**src/rtl/regbank_pkg.sv**
```systemverilog
package regbank_pkg;

  localparam int LANE_W = 8;

  // Write behaviour of one byte-lane field
  typedef enum logic [2:0] {
    WM_PLAIN = 3'd0,
    WM_SET   = 3'd1,
    WM_CLR   = 3'd2,
    WM_TOG   = 3'd3,
    WM_ZSET  = 3'd4,
    WM_ZTOG  = 3'd5
  } wr_mode_e;

  function automatic logic [LANE_W-1:0] wr_apply(
    input wr_mode_e          mode,
    input logic [LANE_W-1:0] cur,
    input logic [LANE_W-1:0] wd
  );
    case (mode)
      WM_SET:  return cur | wd;
      WM_CLR:  return cur & ~wd;
      WM_TOG:  return cur ^ wd;
      WM_ZSET: return cur & wd;
      WM_ZTOG: return cur ~^ wd;
      default: return wd;
    endcase
  endfunction

endpackage

```
**src/rtl/regbank_decode.sv**
```systemverilog
module regbank_decode #(
  parameter int ADDR_W   = 8,
  parameter int NUM_REGS = 4,
  parameter int STRIDE   = 4
) (
  input  logic [ADDR_W-1:0]   addr,
  input  logic                rvalid,
  input  logic                wvalid,
  output logic [NUM_REGS-1:0] hit,
  output logic [NUM_REGS-1:0] rd_stb,
  output logic [NUM_REGS-1:0] wr_stb
);

  for (genvar i = 0; i < NUM_REGS; i++) begin : g_cmp
    localparam logic [ADDR_W-1:0] BASE = ADDR_W'(i * STRIDE);
    assign hit[i]    = (addr == BASE);
    assign rd_stb[i] = hit[i] & rvalid;
    assign wr_stb[i] = hit[i] & wvalid;
  end

endmodule

```
**src/rtl/regbank_field.sv**
```systemverilog
module regbank_field
  import regbank_pkg::*;
#(
  parameter wr_mode_e          MODE = WM_PLAIN,
  parameter logic [LANE_W-1:0] RST  = '0
) (
  input  logic              clk,
  input  logic              rst,
  input  logic              we,
  input  logic [LANE_W-1:0] wd,
  output logic [LANE_W-1:0] q
);

  always_ff @(posedge clk) begin
    if (rst)     q <= RST;
    else if (we) q <= wr_apply(MODE, q, wd);
  end

  AST_FIELD_HOLD: assert property (@(posedge clk) disable iff (rst)
    !we |=> q == $past(q));

  if (MODE == WM_SET) begin : g_set_chk
    AST_SET_ONLY_RISES: assert property (@(posedge clk) disable iff (rst)
      we |=> (q & $past(q)) == $past(q));
  end

endmodule

```
**src/rtl/regbank_rdmux.sv**
```systemverilog
module regbank_rdmux #(
  parameter int DATA_W   = 32,
  parameter int NUM_REGS = 4,
  parameter int LANES    = DATA_W / 8,
  parameter logic [NUM_REGS*LANES-1:0] RD_LANES = '1,
  parameter logic [NUM_REGS*LANES-1:0] WR_LANES = '1
) (
  input  logic [NUM_REGS-1:0]        hit,
  input  logic [NUM_REGS*DATA_W-1:0] reg_flat,
  input  logic                       rvalid,
  input  logic                       wvalid,
  input  logic [LANES-1:0]           be,
  output logic [DATA_W-1:0]          rdata,
  output logic                       ready,
  output logic                       err
);

  logic any_hit;
  logic rd_ok;
  logic wr_ok;

  always_comb begin
    rdata   = '0;
    any_hit = 1'b0;
    rd_ok   = 1'b0;
    wr_ok   = 1'b0;
    for (int i = 0; i < NUM_REGS; i++) begin
      if (hit[i]) begin
        any_hit = 1'b1;
        rdata   = reg_flat[i*DATA_W +: DATA_W];
        rd_ok   = |(be & RD_LANES[i*LANES +: LANES]);
        wr_ok   = |(be & WR_LANES[i*LANES +: LANES]);
      end
    end
    ready = rvalid | wvalid;
    err   = ready & ~(any_hit & ((rvalid & rd_ok) | (wvalid & wr_ok)));
  end

endmodule

```
**src/rtl/regbank_top.sv**
```systemverilog
module regbank_top
  import regbank_pkg::*;
#(
  parameter int ADDR_W   = 8,
  parameter int DATA_W   = 32,
  parameter int NUM_REGS = 4,
  parameter logic [NUM_REGS*(DATA_W/8)*3-1:0] FIELD_MODE = {
    3'd0, 3'd0, 3'd0, 3'd0,
    3'd2, 3'd1, 3'd0, 3'd5,
    3'd4, 3'd3, 3'd2, 3'd1,
    3'd0, 3'd0, 3'd0, 3'd0},
  parameter logic [NUM_REGS*DATA_W-1:0] RST_VAL = {
    32'hBEEF_0000, 32'hFF00_A5C3, 32'h5A3C_F00F, 32'h0000_0000},
  parameter logic [NUM_REGS*(DATA_W/8)-1:0] RD_LANES = 16'hFFFF,
  parameter logic [NUM_REGS*(DATA_W/8)-1:0] WR_LANES = 16'h3FFF
) (
  input  logic                            clk,
  input  logic                            rst,
  input  logic [ADDR_W-1:0]               bus_addr,
  input  logic [DATA_W-1:0]               bus_wdata,
  input  logic                            bus_wvalid,
  input  logic                            bus_rvalid,
  input  logic [DATA_W/8-1:0]             bus_be,
  output logic [DATA_W-1:0]               bus_rdata,
  output logic                            bus_ready,
  output logic                            bus_err,
  output logic [NUM_REGS*(DATA_W/8)-1:0]  sw_acc,
  output logic [NUM_REGS*(DATA_W/8)-1:0]  sw_mod
);

  localparam int LANES  = DATA_W / LANE_W;
  localparam int STRIDE = LANES;

  logic [NUM_REGS-1:0]        hit;
  logic [NUM_REGS-1:0]        rd_stb;
  logic [NUM_REGS-1:0]        wr_stb;
  logic [NUM_REGS*DATA_W-1:0] reg_flat;

  regbank_decode #(
    .ADDR_W  (ADDR_W),
    .NUM_REGS(NUM_REGS),
    .STRIDE  (STRIDE)
  ) u_decode (
    .addr  (bus_addr),
    .rvalid(bus_rvalid),
    .wvalid(bus_wvalid),
    .hit   (hit),
    .rd_stb(rd_stb),
    .wr_stb(wr_stb)
  );

  for (genvar r = 0; r < NUM_REGS; r++) begin : g_reg
    for (genvar l = 0; l < LANES; l++) begin : g_lane
      localparam int K = r * LANES + l;
      localparam logic [LANE_W-1:0] RV = RST_VAL[r*DATA_W + l*LANE_W +: LANE_W];

      assign sw_acc[K] = (rd_stb[r] | wr_stb[r]) & bus_be[l];

      if (WR_LANES[K]) begin : g_rw
        logic we;
        assign we        = wr_stb[r] & bus_be[l];
        assign sw_mod[K] = we;
        regbank_field #(
          .MODE(wr_mode_e'(FIELD_MODE[K*3 +: 3])),
          .RST (RV)
        ) u_field (
          .clk(clk),
          .rst(rst),
          .we (we),
          .wd (bus_wdata[l*LANE_W +: LANE_W]),
          .q  (reg_flat[r*DATA_W + l*LANE_W +: LANE_W])
        );
      end else begin : g_ro
        assign sw_mod[K] = 1'b0;
        assign reg_flat[r*DATA_W + l*LANE_W +: LANE_W] = RV;
      end
    end
  end

  regbank_rdmux #(
    .DATA_W  (DATA_W),
    .NUM_REGS(NUM_REGS),
    .LANES   (LANES),
    .RD_LANES(RD_LANES),
    .WR_LANES(WR_LANES)
  ) u_rdmux (
    .hit     (hit),
    .reg_flat(reg_flat),
    .rvalid  (bus_rvalid),
    .wvalid  (bus_wvalid),
    .be      (bus_be),
    .rdata   (bus_rdata),
    .ready   (bus_ready),
    .err     (bus_err)
  );

  AST_MISS_RESP: assert property (@(posedge clk) disable iff (rst)
    ((bus_rvalid || bus_wvalid) && hit == '0) |-> (bus_err && bus_rdata == '0));

  AST_MOD_WITHIN_ACC: assert property (@(posedge clk) disable iff (rst)
    $countones(sw_mod & ~sw_acc) == 0);

  AST_IDLE_QUIET: assert property (@(posedge clk) disable iff (rst)
    !(bus_rvalid || bus_wvalid) |-> (!bus_err && sw_acc == '0));

endmodule

```
**config.mk**
```make
export PLATFORM = sky130hd
export DESIGN_NAME = regbank_top
export DESIGN_NICKNAME = d
export VERILOG_FILES = /design/src/rtl/regbank_pkg.sv /design/src/rtl/regbank_decode.sv /design/src/rtl/regbank_field.sv /design/src/rtl/regbank_rdmux.sv /design/src/rtl/regbank_top.sv
export SDC_FILE = /design/constraint.sdc
export NUM_CORES = 1
export LEC_CHECK = 0
export ABC_AREA = 1
export BUFFER_PORTS_ARGS = -buffer_cell sky130_fd_sc_hd__buf_2
export CAP_MARGIN = 10
export CORE_AREA = 2 2 141 143
export CTS_CLUSTER_DIAMETER = 60
export DETAILED_ROUTE_END_ITERATION = 6
export DIE_AREA = 0 0 143 145
export GPL_TIMING_DRIVEN = 0
export HOLD_SLACK_MARGIN = 0.15
export PLACE_DENSITY = 0.46
export SYNTH_ARGS = -nofsm -noshare
export SYNTH_HDL_FRONTEND = slang
export SYNTH_SLANG_ARGS = --single-unit
```
**constraint.sdc**
```tcl
create_clock -name clk -period 1.6 [get_ports clk]
set_input_delay 0.16 -clock clk [delete_from_list [all_inputs] [get_ports clk]]
set_output_delay 0.16 -clock clk [all_outputs]
set_load 0.02 [all_outputs]
```
# Yosys cells after proc, flatten, opt, wreduce, memory -nomap -nowiden
# Cells that the tools add are included.
[op_classes]
n_eq_ne = 3
n_mux = 13
bitwise_logic = 58
reduce_logical = 3
[op_table]
columns = ["operator", "count"]
rows = [
  ["2-to-1 mux 32 bit", 4],
  ["AND 1 bit", 42],
  ["AND 8 bit", 3],
  ["== test 8 x 4 -> 1 bit (second input constant)", 2],
  ["inverter 8 bit", 2],
  ["bitwise OR 8 bit", 2],
  ["2-to-1 mux 1 bit", 9],
  ["== test 8 x 3 -> 1 bit (second input constant)", 1],
  ["zero test 8 bit", 1],
  ["bitwise XNOR 8 bit", 1],
  ["bitwise XOR 8 bit", 1],
  ["bitwise OR 1 bit", 6],
  ["OR reduction 4 bit", 1],
  ["OR reduction 2 bit", 1],
  ["inverter 1 bit", 1],
]
[totals]
reg_bits = 112
input_bits = 48
out_inout_bits = 66
elab_cells = 91

# Depth between registers and ports, before layout
# Gate-level depths: netlist of run 1.
[logic_depth]
depth_word = 10
ltp_mapped = 9
ltp_nobuf = 9

# Modules after synthesis
# From an unflattened synthesis of run 1, not the netlist that was laid out.
[unflattened]
cells_unflattened = 1027
hier_area_um2 = 6249.7
[by_module_without_submodules]
columns = ["mod", "instances", "cells_each", "area_each_um2", "seq_area_each_um2"]
rows = [
  ["regbank_field (g_reg[0].g_lane[0].g_rw.u_field ...)", 6, 51, 341.6, 160.2],
  ["regbank_rdmux", 1, 293, 1214.9, 0.0],
  ["regbank_field (g_reg[2].g_lane[0].g_rw.u_field)", 1, 55, 387.9, 160.2],
  ["regbank_field (g_reg[1].g_lane[2].g_rw.u_field)", 1, 47, 370.4, 160.2],
  ["regbank_top", 1, 70, 327.8, 0.0],
  ["regbank_field (g_reg[2].g_lane[2].g_rw.u_field)", 1, 34, 326.6, 160.2],
  ["regbank_field (g_reg[2].g_lane[1].g_rw.u_field)", 1, 43, 304.0, 160.2],
  ["regbank_field (g_reg[1].g_lane[1].g_rw.u_field)", 1, 38, 292.8, 160.2],
  ["regbank_field (g_reg[1].g_lane[0].g_rw.u_field)", 1, 34, 285.3, 160.2],
  ["regbank_field (g_reg[1].g_lane[3].g_rw.u_field)", 1, 38, 272.8, 160.2],
  ["regbank_field (g_reg[2].g_lane[3].g_rw.u_field)", 1, 34, 265.3, 160.2],
  ["regbank_decode", 1, 35, 152.6, 0.0],
]

# Least setup slack after synthesis of run 1
# Ideal clock, no wire load.
[synth_path]
path_kind = "input -> output"
from = "input port bus_addr[5]"
to = "output port sw_acc[12]"
arrival_time_ns = 1.225
t_required_ns = 1.440
slack_ns = 0.215
stages = 6
n_path_buf = 1
cell_sequence = "nor2_2 -> nand2_4 -> nor2_4 -> buf_2 -> nand2_1 -> nor2_1"
[synth_between]
elab_chain_len = 4
word_cells_on_any_way = 5
cone_classes = "1 x eq/ne; 4 x bitwise"
[synth_lines]
columns = ["item", "line_no", "text"]
rows = [
  ["start, declared", "regbank_top.sv:19", "input logic [ADDR_W-1:0] bus_addr,"],
  ["== test 8 x 4 -> 1 bit *", "regbank_decode.sv:16", "assign hit[i] = (addr == BASE);"],
  ["AND 1 bit, on equally long branches", "regbank_decode.sv:17, regbank_decode.sv:18", ""],
  ["bitwise OR 1 bit *", "regbank_top.sv:57", "assign sw_acc[K] = (rd_stb[r] | wr_stb[r]) & bus_be[l];"],
  ["AND 1 bit *", "regbank_top.sv:57", ""],
  ["end, declared", "regbank_top.sv:27", "output logic [NUM_REGS*(DATA_W/8)-1:0] sw_acc,"],
]
# Every way passes the cells marked *; elsewhere a longest branch is shown, timed or not.

# Worst setup path after layout of run 1
[layout_path]
from = "input port bus_addr[0]"
to = "output port bus_rdata[31]"
[layout_between]
elab_chain_len = 5
word_cells_on_any_way = 8
cone_classes = "3 x eq/ne; 4 x mux; 1 x reduce/logical"
[layout_lines]
columns = ["item", "line_no", "text"]
rows = [
  ["zero test 8 bit", "regbank_decode.sv:16", ""],
  ["2-to-1 mux 32 bit (3 in series)", "regbank_rdmux.sv:28", "if (hit[i]) begin"],
  ["2-to-1 mux 32 bit *", "regbank_rdmux.sv:28", ""],
  ["end, declared", "regbank_top.sv:24", "output logic [DATA_W-1:0] bus_rdata,"],
]
# Marked as above.

==> results.md, run 1 <==
* GR peak layer: met2
* Global-route met2 utilization at 29.4%
* Number of enable flip-flop cells after synthesis at 0
* Final WS setup at -0.0266 ns
* Max cap viols at 0
* Crit path DAT at 1.47 ns
* Final-stage net count at 1,106
* Worst skew pair latency at 0.35 ns
* First-pass GRT wire length at 29,800 um
* Post-place setup slack at -0.433 ns
* GRT overflow at 0
* Worst vdd ir at 0.000497 V
* Placed cell areas at 0.00651 mm^2
* CTS buffer count at 9
* Failing checks: negative setup slack
* Routed wire length per instance at 14.8 um
* Fin util at 41.4%
* Crit Path Category: in2out
* GR Layer Usage met1 at 26.2%
* Drt via density at 4.37
* WHS at 0.265 ns
* Vias at 5,797
* Adder-cell share of the synthesized area at 0%
* Largest registers: g.g_lane.g_rw.u_field.q (112)
* Power Density at 677 mW/mm^2
* Die area at 0.0207 mm^2
* Primary FF master, synth: dfxtp_1
* Static Leak at 3.96 nW
* Pin count of the biggest net entering global routing at 18
* H-tree depth at 3
* Final Skew at 0 ns
* Mux cell area share after synthesis at 0%
* Initial drt markers at 303
* GR Util met3 at 2.38%
* Worst-margin pin slew at 0.739 ns
* Synth Area in Compound Gates at 5.47%
* Synth top area cells: dfxtp_1 (40%), nand2_1 (19%), nor2_1 (9.7%)
* Area growth syn-to-layout at 41.2%
* Simple-Gate Fraction of Synth Area at 38.3%
* Tcrit/Tclk final at 102%
* Fin crit period at 1.63 ns
* Post-synth top area share at 39.8%
* Top cells by count, synth: nand2_1 (281), nor2_1 (145), inv_1 (121)
* Post-synthesis register bit count at 112
* Async SR Flop Fraction at 0%
* Final design area excluding fillers at 0.00795 mm^2
* YS warnings at 0
* Largest area contributor in the netlist: dfxtp_1
* Share of cells above drive strength 1 at 23.9%
* Seq/Total Area, Yosys at 39.8%
* Setup violations, final at 6
* CTS root buffer: clkbuf_16
* Initial core utilization at 29.3%
* Port-buffer cells at 108
* DP Wirelength at 13,400 um
* Core Region at 0.0192 mm^2
* Status: finished, violations left
* # IOs at 114
* Rel. slew slack at 50.7%
* Fin. max-slew vios at 0
* Final Hold Fails at 0
* Max Clk Rate at 615 MHz
* Total power at 5.38 mW
* Largest family of logic cells by synthesized area: simple AND/OR/NAND/NOR gates
* CTS clk-pin slew, worst paths at 0.08 ns
* DRC at 0
* Drt pass-1 iters at 5
* CTS tree: yes
* Die Ht at 145 um
* Vias in the first global route at 5,362
* Antenna-violating nets left at 0
* Avg Inst Size Synth at 6.44 um^2
* Worst hold path type: in2reg
* Site Rows at 51
* Synth unique cells at 23
* Most instantiated library cell after synthesis: nand2_1
* Max Buffers Root-to-Sink at 2
* Max reg flops at 112
* GRT Resource Usage Total at 18.8%
* Most flop-heavy register: g.g_lane.g_rw.u_field.q
* Unrepaired setup endpoints after global routing: yes
* Xor/xnor share of the synthesized area at 2.02%
* Initial antenna violation count at 1
* Final RePlAce weighted congestion at 0.790
* DIE WIDTH at 143 um
* Cell Area, Synth at 0.00563 mm^2
* Final wirelength at 19,600 um
* Sink Count at 112
* Worst Path Required at 1.44 ns
* CP Capture Type: output port
* Worst-path maximum fanout at 7
* Critical path launch point type: input port
* Mapped Cells at 874
## final timing paths
path	start	end	slack, ns	depth (start not counted)
max	bus_addr[0]	bus_rdata[31]	-0.03	8
max reg2reg	g_reg[1].g_lane[2].g_rw.u_field.q[7]	g_reg[1].g_lane[2].g_rw.u_field.q[7]	0.73	3
min	bus_be[2]	g_reg[1].g_lane[2].g_rw.u_field.q[2]	0.26	4
min reg2reg	g_reg[1].g_lane[0].g_rw.u_field.q[0]	g_reg[1].g_lane[0].g_rw.u_field.q[0]	0.45	2
## through the flow
stage,std cells,TNS (ns)
after floorplan,875,0
after global placement,1248,-15.57
after detailed placement,1248,-15.43
after CTS,1312,-0.277
after global routing,1327,-1.11
final,1328,-0.0885
## critical path: stages
cell and delay [ns]:
buf_8 0.10, nor2_4 0.18, nand2_2 0.10, nor2_4 0.24
buf_8 0.20, inv_8 0.06, o211ai_1 0.23, buf_4 0.19
## cells by family after synthesis
| logic type | after synthesis |
|---|---|
| DFF | 112 |
| buffers and inverters | 182 |
| and+or+nand+nor | 508 |
| other | 1 |
| xor gates and xnor gates | 13 |
| AOI/OAI and AO/OA | 58 |
## layout by cell type, fill, tap and decap left out, types with 6 or more instances in the layout
cell and n:
nor2_1 140, buf_6 26, nand3_1 21, nand2_1 267, buf_2 73, buf_4 68, o21ai_0 20, dlygate4sd3_1 32
inv_2 6, nand2_2 12, xnor2_1 8, nand3_2 13, clkbuf_1 14, clkbuf_16 12, a21oi_1 30, nor2_4 10
nand4_1 33, dfxtp_1 112, inv_1 116, buf_8 6, buf_12 7, o211ai_1 7, nand3_4 7
## report_power, final
part	switching [mW]	internal, mW
sequential	0.00144	2.79
combinational	0.266	0.165
clock	1.07	1.09
## per-layer routing
layer,wire [um],vias up,share of wire [%]
met5,13,-,0.066
met2,8800,134,45
li1,-,3009,-
met4,507,2,2.6
met3,832,34,4.2
met1,9460,2618,48
## final cells by class
| cell class | instances | area, um^2 |
|---|---|---|
| clock inverters | 3 | 18.8 |
| well taps | 265 | 332 |
| plain buffers | 54 | 467 |
| multi-input cells | 581 | 2760 |
| clock buffers | 12 | 246 |
| fillers | 2079 | 11300 |
| inverters | 124 | 475 |
| flip-flops and latches | 112 | 2240 |
| repair buffers | 176 | 1410 |
| diodes | 1 | 2.50 |
## what timing repair did
action	in CTS	in global routing
setup endpoints to repair	59	63
resized for setup	86	81
gates cloned	1	3
pin swaps	7	15
setup buffers	18	14
endpoints found under the hold margin	96	0
hold buffers	32	0
No activity file was read; power rests on OpenSTA's default activity.
==> run 2, diff against run 1 <==
--- a/config.mk
+++ b/config.mk
@@ -9,12 +9,15 @@
 export BUFFER_PORTS_ARGS = -buffer_cell sky130_fd_sc_hd__buf_2
 export CAP_MARGIN = 10
 export CORE_AREA = 2 2 141 143
+export CTS_BUF_LIST = sky130_fd_sc_hd__clkbuf_8 sky130_fd_sc_hd__clkbuf_16
 export CTS_CLUSTER_DIAMETER = 60
 export DETAILED_ROUTE_END_ITERATION = 6
 export DIE_AREA = 0 0 143 145
 export GPL_TIMING_DRIVEN = 0
 export HOLD_SLACK_MARGIN = 0.15
+export MAX_ROUTING_LAYER = met4
 export PLACE_DENSITY = 0.46
+export SKIP_LAST_GASP = 1
 export SYNTH_ARGS = -nofsm -noshare
 export SYNTH_HDL_FRONTEND = slang
 export SYNTH_SLANG_ARGS = --single-unit
==> results.md, run 2 (synthesis results as in run 1) <==
* Tcrit/Tclk final at 103% (+1.7 points)
* WHS Endpoint: g_reg[0].g_lane[0].g_rw.u_field.q[4]
* CTS clk-pin slew, worst paths at 0.07 ns (about the same)
* Crit-path cells: buf_8, nor2_4, nand2_2, nor2_4, buf_8, buf_12, buf_8, nand2_1, nand4_1, buf_6
* Final RePlAce weighted congestion at 0.802 (+1.4%)
* Worst-margin pin slew at 0.753 ns (+0.0143 ns)
* Worst Path Required at 1.44 ns (about the same)
* Total power at 5.37 mW (-0.16%)
* Largest registers: g.g_lane.g_rw.u_field.q (112)
* Finished Layout Cells at 1,339 (+0.83%)
* Final Hold Fails at 0 (unchanged)
* Worst reg2reg path depth at 3 (unchanged)
* First-pass GRT wire length at 29,700 um (-0.33%)
* Worst vdd ir at 0.000503 V (+1.2%)
* Status: finished, violations left
* Setup violations, final at 11 (+5)
* Core Region at 0.0192 mm^2 (unchanged)
* Crit Path Category: in2out
* Worst hold path type: in2reg
* Final design area excluding fillers at 0.00790 mm^2 (-0.68%)
* Final WS setup at -0.0536 ns (-0.0270 ns)
* Unrepaired setup endpoints after global routing: yes
* Fin. max-slew vios at 0 (unchanged)
* # IOs at 114 (unchanged)
* Area growth syn-to-layout at 40.2%
* Hold path start: bus_be[0]
* CTS root buffer: clkbuf_16
* Worst-path maximum fanout at 6 (-1)
* Drt via density at 4.37 (+0.15%)
* Static Leak at 3.95 nW (-0.45%)
* CP dominant cell by count: buf_8
* Max reg flops at 112 (unchanged)
* H-tree depth at 3 (unchanged)
* Initial drt markers at 337 (+11%)
* Hold path cells at 5 (+1)
* Sink Count at 112 (unchanged)
* CP Capture Type: output port
* Final Skew at 0 ns (unchanged)
* Most flop-heavy register: g.g_lane.g_rw.u_field.q
* Share of cells above drive strength 1 at 23.3% (-0.62 points)
* Placed cells at 1,248 (unchanged)
* Die Ht at 145 um (unchanged)
* R2r setup slk at 0.73 ns (about the same)
* Site Rows at 51 (unchanged)
* Initial antenna violation count at 1 (unchanged)
* Crit path DAT at 1.49 ns (+0.02 ns)
* Final wirelength at 19,800 um (+0.79%)
* Commonest non-fill, non-tap cell in the layout: nand2_1
* Setup TNS at -0.226 ns (-0.138 ns)
* Critical path launch point type: input port
* Max cap viols at 0 (unchanged)
* Fin crit period at 1.65 ns (+0.0270 ns)
* Power Density at 680 mW/mm^2 (+0.52%)
* Pin count of the biggest net entering global routing at 18 (unchanged)
* Routed wire length per instance at 14.8 um (about the same)
* CTS buffer count at 9 (unchanged)
* Max Buffers Root-to-Sink at 2 (unchanged)
* Placed cell areas at 0.00651 mm^2 (unchanged)
* Most frequent cells in the layout: nand2_1 (274), nor2_1 (141), inv_1 (118)
* Worst skew pair latency at 0.35 ns (about the same)
* Initial core utilization at 29.3% (unchanged)
* GRT overflow at 0 (unchanged)
* DRC at 0 (unchanged)
* Antenna-violating nets left at 0 (unchanged)
* Vias in the first global route at 5,359 (-0.056%)
* Slowest CP cell: nor2_4
* Final-stage net count at 1,117 (+0.99%)
* Failing checks: negative setup slack
* Fin util at 41.1% (-0.28 points)
* Drt pass-1 iters at 5 (unchanged)
* DP Wirelength at 13,400 um (unchanged)
* DIE WIDTH at 143 um (unchanged)
* Port-buffer cells at 108 (unchanged)
* GRT Resource Usage Total at 19.3% (+0.48 points)
* Vias at 5,854 (+0.98%)
* Rel. slew slack at 49.8% (-0.95 points)
* Max Clk Rate at 605 MHz (-1.6%)
* CTS tree: yes
* Highest cell delay on the worst timing path at 0.21 ns (-0.03 ns)
* Die area at 0.0207 mm^2 (unchanged)
* FF-to-FF End: g_reg[1].g_lane[2].g_rw.u_field.q[7]
* Worst r2r src: g_reg[1].g_lane[2].g_rw.u_field.q[7]
[run 2: cell count changes in the layout (fill, tap and decap cells not counted), sizes merged]
cell    before  now
clkbuf      28   26
bufbuf       0    1
inv        124  126
buf        182  192
[run 2: final cells by class]
class | instances | area, um^2
Sequential cell | 112 | 2240
Clock inverter | 5 | 26.3
Multi-Input combinational cell | 581 | 2710
Antenna cell | 1 | 2.50
Clock buffer | 10 | 239
Fill cell | 2105 | 11300
Buffer | 53 | 445
Inverter | 124 | 475
Timing Repair Buffer | 188 | 1430
Tap cell | 265 | 332
[run 2: per-layer routing]
metal  up-vias  part of all wire [%]  GRT usage [%]
met4         0                   3.0           7.33
li1       3033                     -              -
met2       143                    45           29.5
met3        34                   4.5           2.38
met5         -                     0              -
met1      2644                    48           26.0
[run 2: repair_timing]
item	in CTS	in global routing
setup buffers	18	27
pin swaps	7	18
hold endpoints to repair	96	0
gates cloned	1	2
hold buffers	32	0
resized for setup	73	59
endpoints found under the setup margin	59	63
[run 2: report_power, final]
part | internal [mW] | total [mW] | switching [mW]
logic | 0.162 | 0.429 | 0.267
registers | 2.79 | 2.79 | 0.00141
clock network | 1.08 | 2.16 | 1.08
total | 4.03 | 5.37 | 1.34
[run 2: per-stage QoR]
step / worst slack, ns / hold WS (ns)
after floorplan: 0.215 / 0.263
after global placement: -0.437 / 0.419
after detailed placement: -0.433 / 0.422
after CTS: -0.116 / 0.313
after global routing: -0.115 / 0.247
final: -0.0536 / 0.244
[run 2: how the worst max path moves through the flow]
stage,end,from,slack [ns]
CTS,sw_mod[6],bus_addr[0],-0.12
floorplan,sw_acc[12],bus_addr[5],0.22
detailed placement,bus_rdata[2],bus_addr[1],-0.43
finish,bus_rdata[13],bus_addr[1],-0.05
global placement,bus_rdata[2],bus_addr[1],-0.44
global route,bus_rdata[24],bus_addr[4],-0.11
[run 2: critical path, delay by kind of cell]
family                 cells  cell delay [ns]
buffers and inverters      5             0.66
AND/OR/NAND/NOR            5             0.65
==> run 3, diff against run 2 <==
--- a/config.mk
+++ b/config.mk
@@ -5,18 +5,18 @@
 export SDC_FILE = /design/constraint.sdc
 export NUM_CORES = 1
 export LEC_CHECK = 0
-export ABC_AREA = 1
+export ABC_AREA = 0
 export BUFFER_PORTS_ARGS = -buffer_cell sky130_fd_sc_hd__buf_2
 export CAP_MARGIN = 10
-export CORE_AREA = 2 2 141 143
+export CORE_AREA = 2 2 138 140
 export CTS_BUF_LIST = sky130_fd_sc_hd__clkbuf_8 sky130_fd_sc_hd__clkbuf_16
 export CTS_CLUSTER_DIAMETER = 60
 export DETAILED_ROUTE_END_ITERATION = 6
-export DIE_AREA = 0 0 143 145
+export DIE_AREA = 0 0 140 142
 export GPL_TIMING_DRIVEN = 0
 export HOLD_SLACK_MARGIN = 0.15
 export MAX_ROUTING_LAYER = met4
-export PLACE_DENSITY = 0.46
+export PLACE_DENSITY = 0.47
 export SKIP_LAST_GASP = 1
 export SYNTH_ARGS = -nofsm -noshare
 export SYNTH_HDL_FRONTEND = slang
==> results.md, run 3 <==
* Avg Inst Size Synth at 9.19 um^2 (+43%)
* Number of enable flip-flop cells after synthesis at 0 (unchanged)
* Setup violations, final at 66 (+55)
* Pin count of the biggest net entering global routing at 18 (unchanged)
* Final wirelength at 20,200 um (+2.3%)
* Worst-path maximum fanout at 7 (+1)
* CTS root buffer: clkbuf_16
* Power Density at 696 mW/mm^2 (+2.3%)
* Top cells by count, synth: dfxtp_1 (112), nand2_1 (89), mux2i_1 (62)
* Initial antenna violation count at 0 (-1)
* Final design area excluding fillers at 0.00828 mm^2 (+4.8%)
* Final Hold Fails at 0 (unchanged)
* GRT Resource Usage Total at 20.8% (+1.5 points)
* Most instantiated library cell after synthesis: dfxtp_1
* Rel. slew slack at 43.9% (-5.9 points)
* Seq/Total Area, Yosys at 41.2% (+1.4 points)
* Initial core utilization at 29.5% (+0.16 points)
* Max reg flops at 112 (unchanged)
* Final Skew at 0 ns (unchanged)
* Worst skew pair latency at 0.35 ns (about the same)
* Worst reg2reg path depth at 2 (-1)
* DIE WIDTH at 140 um (-2.1%)
* Placed cell areas at 0.00676 mm^2 (+3.9%)
* Initial drt markers at 287 (-15%)
* Hold path cells at 3 (-2)
* Crit Path Category: in2out
* CTS tree: yes
* Multi-input gate area in the final layout at 0.00335 mm^2 (+24%)
* FILL cells at 1,748 (-17%)
* Core Region at 0.0185 mm^2 (-3.9%)
* DP Wirelength at 13,500 um (+0.11%)
* Vias in the first global route at 5,149 (-3.9%)
* # IOs at 114 (unchanged)
* First-pass GRT wire length at 30,000 um (+0.81%)
* Final RePlAce weighted congestion at 0.819 (+2.1%)
* Crit path DAT at 1.84 ns (+0.35 ns)
* H-tree depth at 3 (unchanged)
* # diodes at 0 (-1)
* CP Capture Type: output port
* GRT overflow at 0 (unchanged)
* Largest registers: g.g_lane.g_rw.u_field.q (112)
* Site Rows at 50 (-2.0%)
* Share of cells above drive strength 1 at 41.5% (+18 points)
* Fin. max-slew vios at 0 (unchanged)
* Failing checks: design-rule violations, negative setup slack
* Cell Area, Synth at 0.00544 mm^2 (-3.4%)
* CTS buffer count at 9 (unchanged)
* Antenna-violating nets left at 0 (unchanged)
* Unrepaired setup endpoints after global routing: yes
* Sink Count at 112 (unchanged)
* Largest area contributor in the netlist: dfxtp_1
* Post-place setup slack at -0.935 ns (-0.503 ns)
* Area growth syn-to-layout at 52.1%
* Status: finished, violations left
* Final WS setup at -0.396 ns (-0.342 ns)
* Port-buffer cells at 110 (+1.9%)
* Drt pass-1 iters at 7 (+2)
* FF/Latch Area at 0.00224 mm^2 (unchanged)
* Setup TNS at -16.32 ns (-16.09 ns)
* Worst Path Required at 1.44 ns (about the same)
* Post-synth top area share at 41.2% (+1.4 points)
* CTS clk-pin slew, worst paths at 0.07 ns (about the same)
* Most flop-heavy register: g.g_lane.g_rw.u_field.q
* Critical path launch point type: input port
* Final-stage net count at 822 (-26%)
* Commonest non-fill, non-tap cell in the layout: dfxtp_1
* YS warnings at 0 (unchanged)
* Fin util at 44.9% (+3.7 points)
* Synth unique cells at 39 (+70%)
* Async SR Flop Fraction at 0% (unchanged)
* Mapped Cells at 592 (-32%)
* Worst-margin pin slew at 0.841 ns (+0.0882 ns)
* Worst hold path type: in2reg
* DRC at 5 (+5)
* Primary FF master, synth: dfxtp_1
* Max cap viols at 0 (unchanged)
* Max Buffers Root-to-Sink at 2 (unchanged)
* WHS at 0.192 ns (-0.0516 ns)
* Synth top area cells: dfxtp_1 (41%), mux2i_1 (11%), mux4_2 (6.6%)
* Die area at 0.0199 mm^2 (-4.1%)
* Static Leak at 3.29 nW (-17%)
* Drt via density at 5.07 (+16%)
* Routed wire length per instance at 20.0 um (+35%)
* Tcrit/Tclk final at 125% (+21 points)
* Worst vdd ir at 0.000491 V (-2.4%)
* Post-synthesis register bit count at 112 (unchanged)
* Vias at 5,137 (-12%)
* Most frequent cells in the layout: dfxtp_1 (112), nand2_1 (88), mux2i_1 (61), buf_4 (61), buf_6 (53)
* Die Ht at 142 um (-2.1%)
* Max Clk Rate at 501 MHz (-17%)
* Fin crit period at 2.00 ns (+0.342 ns)
run 3: cell count changes after synthesis, moves of 19 or more:
cell      change
inv_1       -114
o21ai_0      -20
nand3_1      -25
nand4_1      -31
clkbuf_1     +20
nand2_1     -192
a21oi_1      -19
nor2_1       -84
nor2b_1      +28
mux2i_1      +62
run 3: final cells by class:
class | instances | area share, %
repair buffers | 181 | 18.5
inverters | 8 | 0.544
multi-input cells | 405 | 40.5
clock buffers | 9 | 2.72
well taps | 234 | 3.54
plain buffers | 57 | 6.26
clock inverters | 7 | 0.786
flip-flops and latches | 112 | 27.1
run 3: critical path, cell delays in order:
cell and delay, ns:
buf_6 0.10, or4_4 0.57, or3_4 0.35, buf_8 0.15, clkbuf_16 0.17, o21a_4 0.20
buf_6 0.12
run 3: worst paths after layout:
path	from	to	slack, ns
worst min-delay path	bus_wdata[12]	g_reg[3].g_lane[1].g_rw.u_field.q[4]	0.19
worst max-delay path	bus_addr[0]	bus_err	-0.40
worst max register to register	g_reg[1].g_lane[2].g_rw.u_field.q[1]	g_reg[1].g_lane[2].g_rw.u_field.q[1]	0.53
worst min register to register	g_reg[1].g_lane[1].g_rw.u_field.q[0]	g_reg[1].g_lane[1].g_rw.u_field.q[0]	0.43
run 3: metrics by stage:
step                      total power, mW  instances
after floorplan                      3.18        593
after global placement               3.41        937
after detailed placement             3.41        937
after CTS                            5.76       1007
after global routing                 5.96       1013
final                                5.76       1013
run 3: logic make-up after synthesis:
kind of cell / synth area share, %
simple gates: 20.4
flops: 41.2
buf+inv: 6.83
mux: 21.5
other cells: 0.0689
compound gates: 9.93
run 3: power by group:
group	total, mW	switching (mW)	leakage [nW]	internal [mW]
Clock	2.26	1.06	0.140	1.20
Sequential	2.79	0.000914	0.903	2.79
Combinational	0.710	0.414	2.25	0.297
run 3: repair_timing:
| item | CTS | global route |
|---|---|---|
| setup buffers | 28 | 15 |
| hold endpoints to repair | 88 | 0 |
| setup endpoints to repair | 82 | 144 |
| resized for setup | 130 | 82 |
| cloned | 1 | 0 |
| hold buffers | 30 | 0 |
| pin swaps | 15 | 24 |
run 3: metal layers:
layer | wire length (um) | global-route usage (%)
met1 | 8520 | 25.1
met2 | 10100 | 34.3
met3 | 781 | 2.86
met4 | 785 | 10.5
met5 | 0 | -
